[src/rtl/bar_pkg.sv]
package bar_pkg;
    typedef enum logic [1:0] {
        KIND_IO    = 2'd0,
        KIND_MEM32 = 2'd1,
        KIND_MEM64 = 2'd2
    } bar_kind_e;

    localparam int unsigned CFG_W  = 32;
    localparam int unsigned SLOT_W = 3;
    localparam int unsigned ADDR_W = 64;
endpackage

[src/rtl/bar_store.sv]
module bar_store
    import bar_pkg::*;
#(
    parameter bar_kind_e   KIND     = KIND_MEM64,
    parameter int unsigned EFF_LOG2 = 12,
    parameter bit          PREFETCH = 1'b0,
    parameter int unsigned SLOT     = 0
) (
    input  logic              clk,
    input  logic              rst_n,
    input  logic              wr_en,
    input  logic [SLOT_W-1:0] slot,
    input  logic [CFG_W-1:0]  wdata,
    output logic [CFG_W-1:0]  rdata,
    output logic [ADDR_W-1:0] base
);
    localparam bit IS_IO = (KIND == KIND_IO);
    localparam bit IS_64 = (KIND == KIND_MEM64);
    localparam logic [CFG_W-1:0] LO_WMASK = 32'hFFFF_FFFF << EFF_LOG2;
    localparam logic [CFG_W-1:0] LO_CONST = IS_IO ? 32'd1
                                          : ((32'(PREFETCH) << 3) | (IS_64 ? 32'd4 : 32'd0));
    localparam logic [SLOT_W-1:0] LO_IDX = SLOT_W'(SLOT);
    localparam logic [SLOT_W-1:0] HI_IDX = SLOT_W'(SLOT + 1);

    logic [CFG_W-1:0] lo_q;
    logic [CFG_W-1:0] hi_q;
    logic             sel_lo;
    logic             sel_hi;

    assign sel_lo = (slot == LO_IDX);

    always_ff @(posedge clk) begin
        if (!rst_n)
            lo_q <= '0;
        else if (wr_en && sel_lo)
            lo_q <= wdata & LO_WMASK;
    end

    generate
        if (IS_64) begin : g_upper
            assign sel_hi = (slot == HI_IDX);
            always_ff @(posedge clk) begin
                if (!rst_n)
                    hi_q <= '0;
                else if (wr_en && sel_hi)
                    hi_q <= wdata;
            end
        end else begin : g_no_upper
            assign sel_hi = 1'b0;
            assign hi_q   = '0;
        end
    endgenerate

    always_comb begin
        if (sel_lo)
            rdata = lo_q | LO_CONST;
        else if (sel_hi)
            rdata = hi_q;
        else
            rdata = '0;
    end

    assign base = {hi_q, lo_q};

    AST_LO_WRITE_LANDS: assert property (@(posedge clk) disable iff (!rst_n)
        (wr_en && slot == LO_IDX) |=> (base[31:0] == ($past(wdata) & LO_WMASK)))
        else $error("lower slot write lost");

    AST_FOREIGN_WRITE_HOLDS: assert property (@(posedge clk) disable iff (!rst_n)
        (wr_en && slot != LO_IDX && slot != HI_IDX) |=> $stable(base))
        else $error("foreign slot write changed base");

    AST_SIZE_BITS_ZERO: assert property (@(posedge clk) disable iff (!rst_n)
        (slot == LO_IDX) |-> ((rdata & ~LO_WMASK) == LO_CONST))
        else $error("bits below window size not zero");
endmodule

[src/rtl/bar_match.sv]
module bar_match
    import bar_pkg::*;
#(
    parameter bar_kind_e   KIND     = KIND_MEM64,
    parameter int unsigned EFF_LOG2 = 12
) (
    input  logic [ADDR_W-1:0] addr,
    input  logic              is_io,
    input  logic              io_en,
    input  logic              mem_en,
    input  logic [ADDR_W-1:0] base,
    output logic              hit
);
    localparam bit IS_IO = (KIND == KIND_IO);
    localparam logic [31:0] LO_CMP = 32'hFFFF_FFFF << EFF_LOG2;
    localparam logic [ADDR_W-1:0] CMP_MASK = IS_IO ? {32'h0, LO_CMP}
                                                   : {32'hFFFF_FFFF, LO_CMP};

    logic space_ok;
    logic en_ok;
    logic addr_eq;

    generate
        if (IS_IO) begin : g_io
            assign space_ok = is_io;
            assign en_ok    = io_en;
        end else begin : g_mem
            assign space_ok = !is_io;
            assign en_ok    = mem_en;
        end
    endgenerate

    assign addr_eq = (((addr ^ base) & CMP_MASK) == '0);
    assign hit     = space_ok && en_ok && addr_eq;
endmodule

[src/rtl/bar_window.sv]
module bar_window
    import bar_pkg::*;
#(
    parameter bar_kind_e   KIND      = KIND_MEM64,
    parameter int unsigned SIZE_LOG2 = 12,
    parameter bit          PREFETCH  = 1'b0,
    parameter int unsigned SLOT      = 0
) (
    input  logic        clk,
    input  logic        rst_n,
    input  logic        cfg_wr_en,
    input  logic [2:0]  cfg_slot,
    input  logic [31:0] cfg_wdata,
    output logic [31:0] cfg_rdata,
    input  logic [63:0] bus_addr,
    input  logic        bus_is_io,
    input  logic        io_en,
    input  logic        mem_en,
    output logic        hit
);
    localparam bit          IS_IO    = (KIND == KIND_IO);
    localparam int unsigned MIN_LOG2 = IS_IO ? 2 : 4;
    localparam int unsigned EFF_LOG2 = (SIZE_LOG2 < MIN_LOG2) ? MIN_LOG2 : SIZE_LOG2;

    logic [ADDR_W-1:0] base;

    bar_store #(
        .KIND     (KIND),
        .EFF_LOG2 (EFF_LOG2),
        .PREFETCH (PREFETCH),
        .SLOT     (SLOT)
    ) u_store (
        .clk   (clk),
        .rst_n (rst_n),
        .wr_en (cfg_wr_en),
        .slot  (cfg_slot),
        .wdata (cfg_wdata),
        .rdata (cfg_rdata),
        .base  (base)
    );

    bar_match #(
        .KIND     (KIND),
        .EFF_LOG2 (EFF_LOG2)
    ) u_match (
        .addr   (bus_addr),
        .is_io  (bus_is_io),
        .io_en  (io_en),
        .mem_en (mem_en),
        .base   (base),
        .hit    (hit)
    );

    AST_HIT_NEEDS_ENABLE: assert property (@(posedge clk) disable iff (!rst_n)
        hit |-> (IS_IO ? io_en : mem_en))
        else $error("hit without decode enable");

    AST_HIT_SPACE_MATCH: assert property (@(posedge clk) disable iff (!rst_n)
        hit |-> (bus_is_io == IS_IO))
        else $error("hit on wrong space");

    AST_MEM32_UPPER_ZERO: assert property (@(posedge clk) disable iff (!rst_n)
        (hit && KIND == KIND_MEM32) |-> (bus_addr[63:32] == 32'h0))
        else $error("32-bit window hit above 4 GiB");

    AST_TYPE_BIT_FIXED: assert property (@(posedge clk) disable iff (!rst_n)
        (cfg_slot == 3'(SLOT)) |-> (cfg_rdata[0] == IS_IO))
        else $error("space bit wrong");
endmodule

[config.mk]
export PLATFORM = sky130hd
export DESIGN_NAME = bar_window
export DESIGN_NICKNAME = d
export VERILOG_FILES = /design/src/rtl/bar_pkg.sv /design/src/rtl/bar_store.sv /design/src/rtl/bar_match.sv /design/src/rtl/bar_window.sv
export SDC_FILE = /design/constraint.sdc
export NUM_CORES = 1
export LEC_CHECK = 0
export BUFFER_PORTS_ARGS = -buffer_cell sky130_fd_sc_hd__buf_4
export CAP_MARGIN = 20
export CORE_MARGIN = 10
export CORE_UTILIZATION = 48
export CTS_BUF_LIST = sky130_fd_sc_hd__clkbuf_8
export DETAILED_ROUTE_END_ITERATION = 8
export GPL_ROUTABILITY_DRIVEN = 0
export GPL_TIMING_DRIVEN = 0
export HOLD_SLACK_MARGIN = 0.02
export PLACE_DENSITY_LB_ADDON = 0.12
export SLEW_MARGIN = 40
export SYNTH_ARGS = -nofsm -noshare
export SYNTH_HDL_FRONTEND = slang
export SYNTH_SLANG_ARGS = --single-unit
[constraint.sdc]
create_clock -name clk -period 1.4 [get_ports clk]
set_clock_uncertainty 0.15 [all_clocks]
set_input_delay 0.07 -clock clk [delete_from_list [all_inputs] [get_ports clk]]
set_output_delay 0.07 -clock clk [all_outputs]
set_load 0.01 [all_outputs]
After elaboration in Yosys (flattened, before gate mapping)
Index checks and enable logic that the tools add are counted.
- register bits: 52
- logic and storage cells: 13
- bits of input ports: 105
- output and inout port bits: 33
- mux-type cells: 2
- reduce and logical (&&, ||, !) cells: 7
- bitwise operators: 1
- equal/unequal tests: 1
- operator list (cell ; number):
    logical NOT 64 bit ; 1
    2-to-1 mux 32 bit ; 2
    XOR 64 bit ; 1
    logical AND 1 bit ; 4
    == test 3 x 1 -> 1 bit (second input constant) ; 1
    logical NOT 3 bit ; 1
    logical NOT 1 bit ; 1

Logic depth before layout (Yosys ltp)
- word-level depth: 3
- gate-level depth with buffers: 6
- gate-level depth less buffers: 4

By module
From an unflattened synthesis, not the netlist that was laid out.
- cell total of the unflattened synthesis: 329
- area, all modules: 2934.1 um2
- by module, submodules not included (module ; area an instance (um2) ; cells an instance ; instances):
    bar_store ; 2356.0 ; 258 ; 1
    bar_match ; 578.1 ; 71 ; 1

Worst setup path before layout
No wires, ideal clock.
- kind: flip-flop to output port
- start point: register u_store.hi_q[23]
- end point: output port hit
- required time: 1.180 ns
- buffers on the path: 0
- cell stages (with the launch flop): 5
- arrival time: 1.289 ns
- slack: -0.109 ns
- path through: dfxtp_1 xor2_1 nor4_1 nand4_1 nor4_1
- longest elaborated chain between the ends: 3
- ends and longest elaborated chain (element ; line ; RTL):
    start: declaration ; bar_store.sv:26 ; logic [CFG_W-1:0] hi_q;
    start signal: assignment ; bar_store.sv:46 ; hi_q <= wdata;
    XOR 64 bit ; bar_match.sv:33 ; assign addr_eq = (((addr ^ base) & CMP_MASK) == '0);
    logical NOT 64 bit ; bar_match.sv:33 ;
    logical AND 1 bit ; bar_match.sv:34 ; assign hit = space_ok && en_ok && addr_eq;
    end: declaration ; bar_window.sv:19 ; output logic hit
No other way between the ends.

Worst setup path after layout
- start point: register u_store.hi_q[0]
- end point: output port hit
Same word-level chain as after synthesis.

==> flow_metrics.env <==
export IMPL_status="finished, violations left"
export IMPL_violations="setup timing"
export IMPL_std_cell_rows=27
export IMPL_yosys_top_cells_area="dfxtp_1, xor2_1, nand2_1"
export IMPL_synth_seq_cells=52
export IMPL_yosys_area_top_type="dfxtp_1"
export IMPL_wire_per_inst_um=18.0
export IMPL_total_power_mw=3.17
export IMPL_dp_hpwl_um=7580
export IMPL_synth_distinct_cells=19
export IMPL_clk_latency_ns=0.31
export IMPL_num_antenna_cells=0
export IMPL_min_path_type="primary input to register"
export IMPL_routed_via_density=5.15
export IMPL_cts_made_buffers=5
export IMPL_gr_usage_met1_pct=24.9
export IMPL_crit_path_end_kind="primary output"
export IMPL_slew_viol_final=0
export IMPL_placed_cells=535
export IMPL_cts_tree="done"
export IMPL_power_density_nw_per_um2=717
export IMPL_synth_area_um2=2780
export IMPL_reg2reg_depth=3
export IMPL_setup_tns_ns=-0.679
export IMPL_antenna_found_initial=0
export IMPL_pre_cts_ws_ns=-0.310
export IMPL_grt_overflow_total=0
export IMPL_cp_depth=5
export IMPL_nNetsFinal=617
export IMPL_nFillCells=402
export IMPL_drc_errors=0
export IMPL_start_kind="register"
export IMPL_cts_htree_levels=2
export IMPL_setup_violations=2
export IMPL_hold_violations=0
export IMPL_layout_min_cycle_time_ns=2.07
export IMPL_layout_cells_non_filler=585
export IMPL_cts_root_buf="clkbuf_8"
export IMPL_timing_final_crit_share_pct=148
export IMPL_vias=3012
export IMPL_switchingPower_uw=787
export IMPL_busiest_layer="met2"
export IMPL_postLayoutCoreUtil_pct=79.4
export IMPL_synth_top_area_share_pct=37.4
export IMPL_worstPathCellList="xor2_1 -> nor4_2 -> nand4_1 -> nor4_2 -> buf_4"
export IMPL_worst_slack_ns=-0.672
export IMPL_criticalPathCategory="register to primary output"
export IMPL_avgSynthCellArea_um2=8.20
export IMPL_syn_nets=444
export IMPL_critPathBufInv=1
export IMPL_drtIter0Drc=128
export IMPL_final_area_um2=4430
export IMPL_power_internal_mw=2.39
export IMPL_ir_drop_uv=571
export IMPL_pwr_share_clk_pct=32.5
export IMPL_placed_area_um2=3820
export IMPL_die_w_um=96.1
export IMPL_grt_pass1_wl_um=15900
export IMPL_power_frac_seq_pct=48.5
export IMPL_final_layout_size_suffix_gt1_share_pct=35.5
export IMPL_core_area_um2=5570
export IMPL_comb_power_share_pct=19.0
export IMPL_hold_ws_ns=0.165
export IMPL_cts_buffer_depth=2
export IMPL_wirelength_um=10600
export IMPL_clkTransAtPathRegs_ns=0.10
export IMPL_die_height_um=96.1
export IMPL_track_usage_pct=22.1
export IMPL_yosysWarnings=0
export IMPL_path_delay_family="simple AND/OR/NAND/NOR gates"
export IMPL_initial_utilization_pct=49.9
export IMPL_met2_usage_pct=39.6
export IMPL_max_slew_margin_pct=65.1
export IMPL_grt_max_degree=16
export IMPL_grt_pass1_vias=3175
export IMPL_use_met3_pct=5.76
export IMPL_p_leak_nw=1.98
export IMPL_synth_cells=339
export IMPL_pin_count=138
export IMPL_clock_fmax_mhz=483
export IMPL_cp_slowest_stage_delay_ns=0.34
export IMPL_p_sw_share_pct=24.8
export IMPL_cp_arrival_ns=1.85
export IMPL_drtPass1Iterations=4
export IMPL_yosysSeqAreaShare_pct=37.4
export IMPL_drv_cap=0
export IMPL_io_buffers=124
export IMPL_cts_sinks=52
export IMPL_rsz0062_at_grt="yes"
export IMPL_worst_path_max_delay_cell="dfxtp_1"
export IMPL_holdPathStages=5
export IMPL_crit_fanout=3
export IMPL_worstMarginPinSlew_ns=0.524
export IMPL_dieArea_um2=9240
export IMPL_crit_required_ns=1.18
export IMPL_path_common_cell="nor4_2"
export IMPL_syn2layout_area_growth_pct=59.3
export IMPL_ant_nets=0
worst paths after layout:
check	start	to	slack, ns
max	u_store.hi_q[0]	hit	-0.67
min	cfg_wr_en	u_store.hi_q[20]	0.17
max reg2reg	u_store.lo_q[24]	u_store.lo_q[24]	0.43
min reg2reg	u_store.hi_q[18]	u_store.hi_q[18]	0.33
registers in the layout, indices dropped and copies added (netlist names):
register and count:
u_store.lo_q 20, u_store.hi_q 32
synthesized netlist by cell type, drive strengths merged:
library cell    n
clkbuf         15
nor3b           1
nand2b          1
buf             6
xor2           50
xnor2           2
nor3            2
a21boi         52
nand2         106
nand4           3
a22o           20
nor4           13
and2           13
a211oi          1
dfxtp          52
nand3           1
inv             1
power by group through the flow:
stage	registers [mW]	clock network [mW]	logic, mW
floorplan	1.57	0	0.186
global placement	1.57	0	0.478
detailed placement	1.57	0	0.483
CTS	1.54	1.03	0.585
global route	1.54	1.09	0.647
finish	1.54	1.03	0.603
kinds of logic (layout without fill, tap and decap cells):
kind of cell / count (synthesis) / in the layout / synth area share (%)
AO/OA/AOI/OAI: 73 / 73 / 20.6
flip-flops: 52 / 52 / 37.4
buffers and inverters: 22 / 196 / 3.51
XOR/XNOR: 52 / 52 / 16.4
AND/OR/NAND/NOR: 140 / 140 / 22.1
final cells by class:
class	instances	area (um2)	share of cell area (%)
plain buffers	21	106	2.40
clock buffers	5	68.8	1.55
clock inverters	3	38.8	0.876
inverters	1	3.75	0.0848
multi-input cells	265	1730	39.0
flip-flops and latches	52	1060	24.0
well taps	72	90.1	2.03
repair buffers	166	1330	30.1
repair_timing:
item,in CTS,in global routing
endpoints found under the setup margin,32,23
setup buffers,6,2
hold endpoints to repair,52,0
hold buffers,34,0
gates resized for setup,24,8
pin swaps,16,6
cells in the final DEF, fill, tap and decap left out, types with 2 or more instances in the layout:
| cell type | netlist | final |
|---|---|---|
| buf_4 | 3 | 135 |
| nand2_1 | 106 | 105 |
| xor2_1 | 50 | 47 |
| dfxtp_1 | 52 | 35 |
| dlygate4sd3_1 | 0 | 34 |
| a21boi_1 | 33 | 33 |
| a22o_1 | 20 | 20 |
| a21boi_0 | 19 | 19 |
| dfxtp_2 | 0 | 17 |
| and2_1 | 13 | 13 |
| clkbuf_1 | 15 | 9 |
| nor4_2 | 0 | 7 |
| nor4_1 | 13 | 6 |
| clkbuf_8 | 0 | 5 |
| clkbuf_2 | 0 | 4 |
| xor2_2 | 0 | 3 |
| nand4_1 | 3 | 3 |
| buf_2 | 3 | 3 |
| clkbuf_4 | 0 | 2 |
| nor3_2 | 0 | 2 |
| inv_1 | 1 | 2 |
| xnor2_1 | 2 | 2 |
metal layers:
layer,share of wire [%],vias to the layer above
li1,-,1472
met4,2.7,0
met3,8.8,17
met5,0,-
met1,38,1414
met2,51,109
tightest hold or removal path, stage by stage:
cell      delay, ns
buf_4          0.13
and2_1         0.12
buf_2          0.14
nand2_1        0.06
a21boi_0       0.06
No activity file was read; power rests on OpenSTA's default activity.
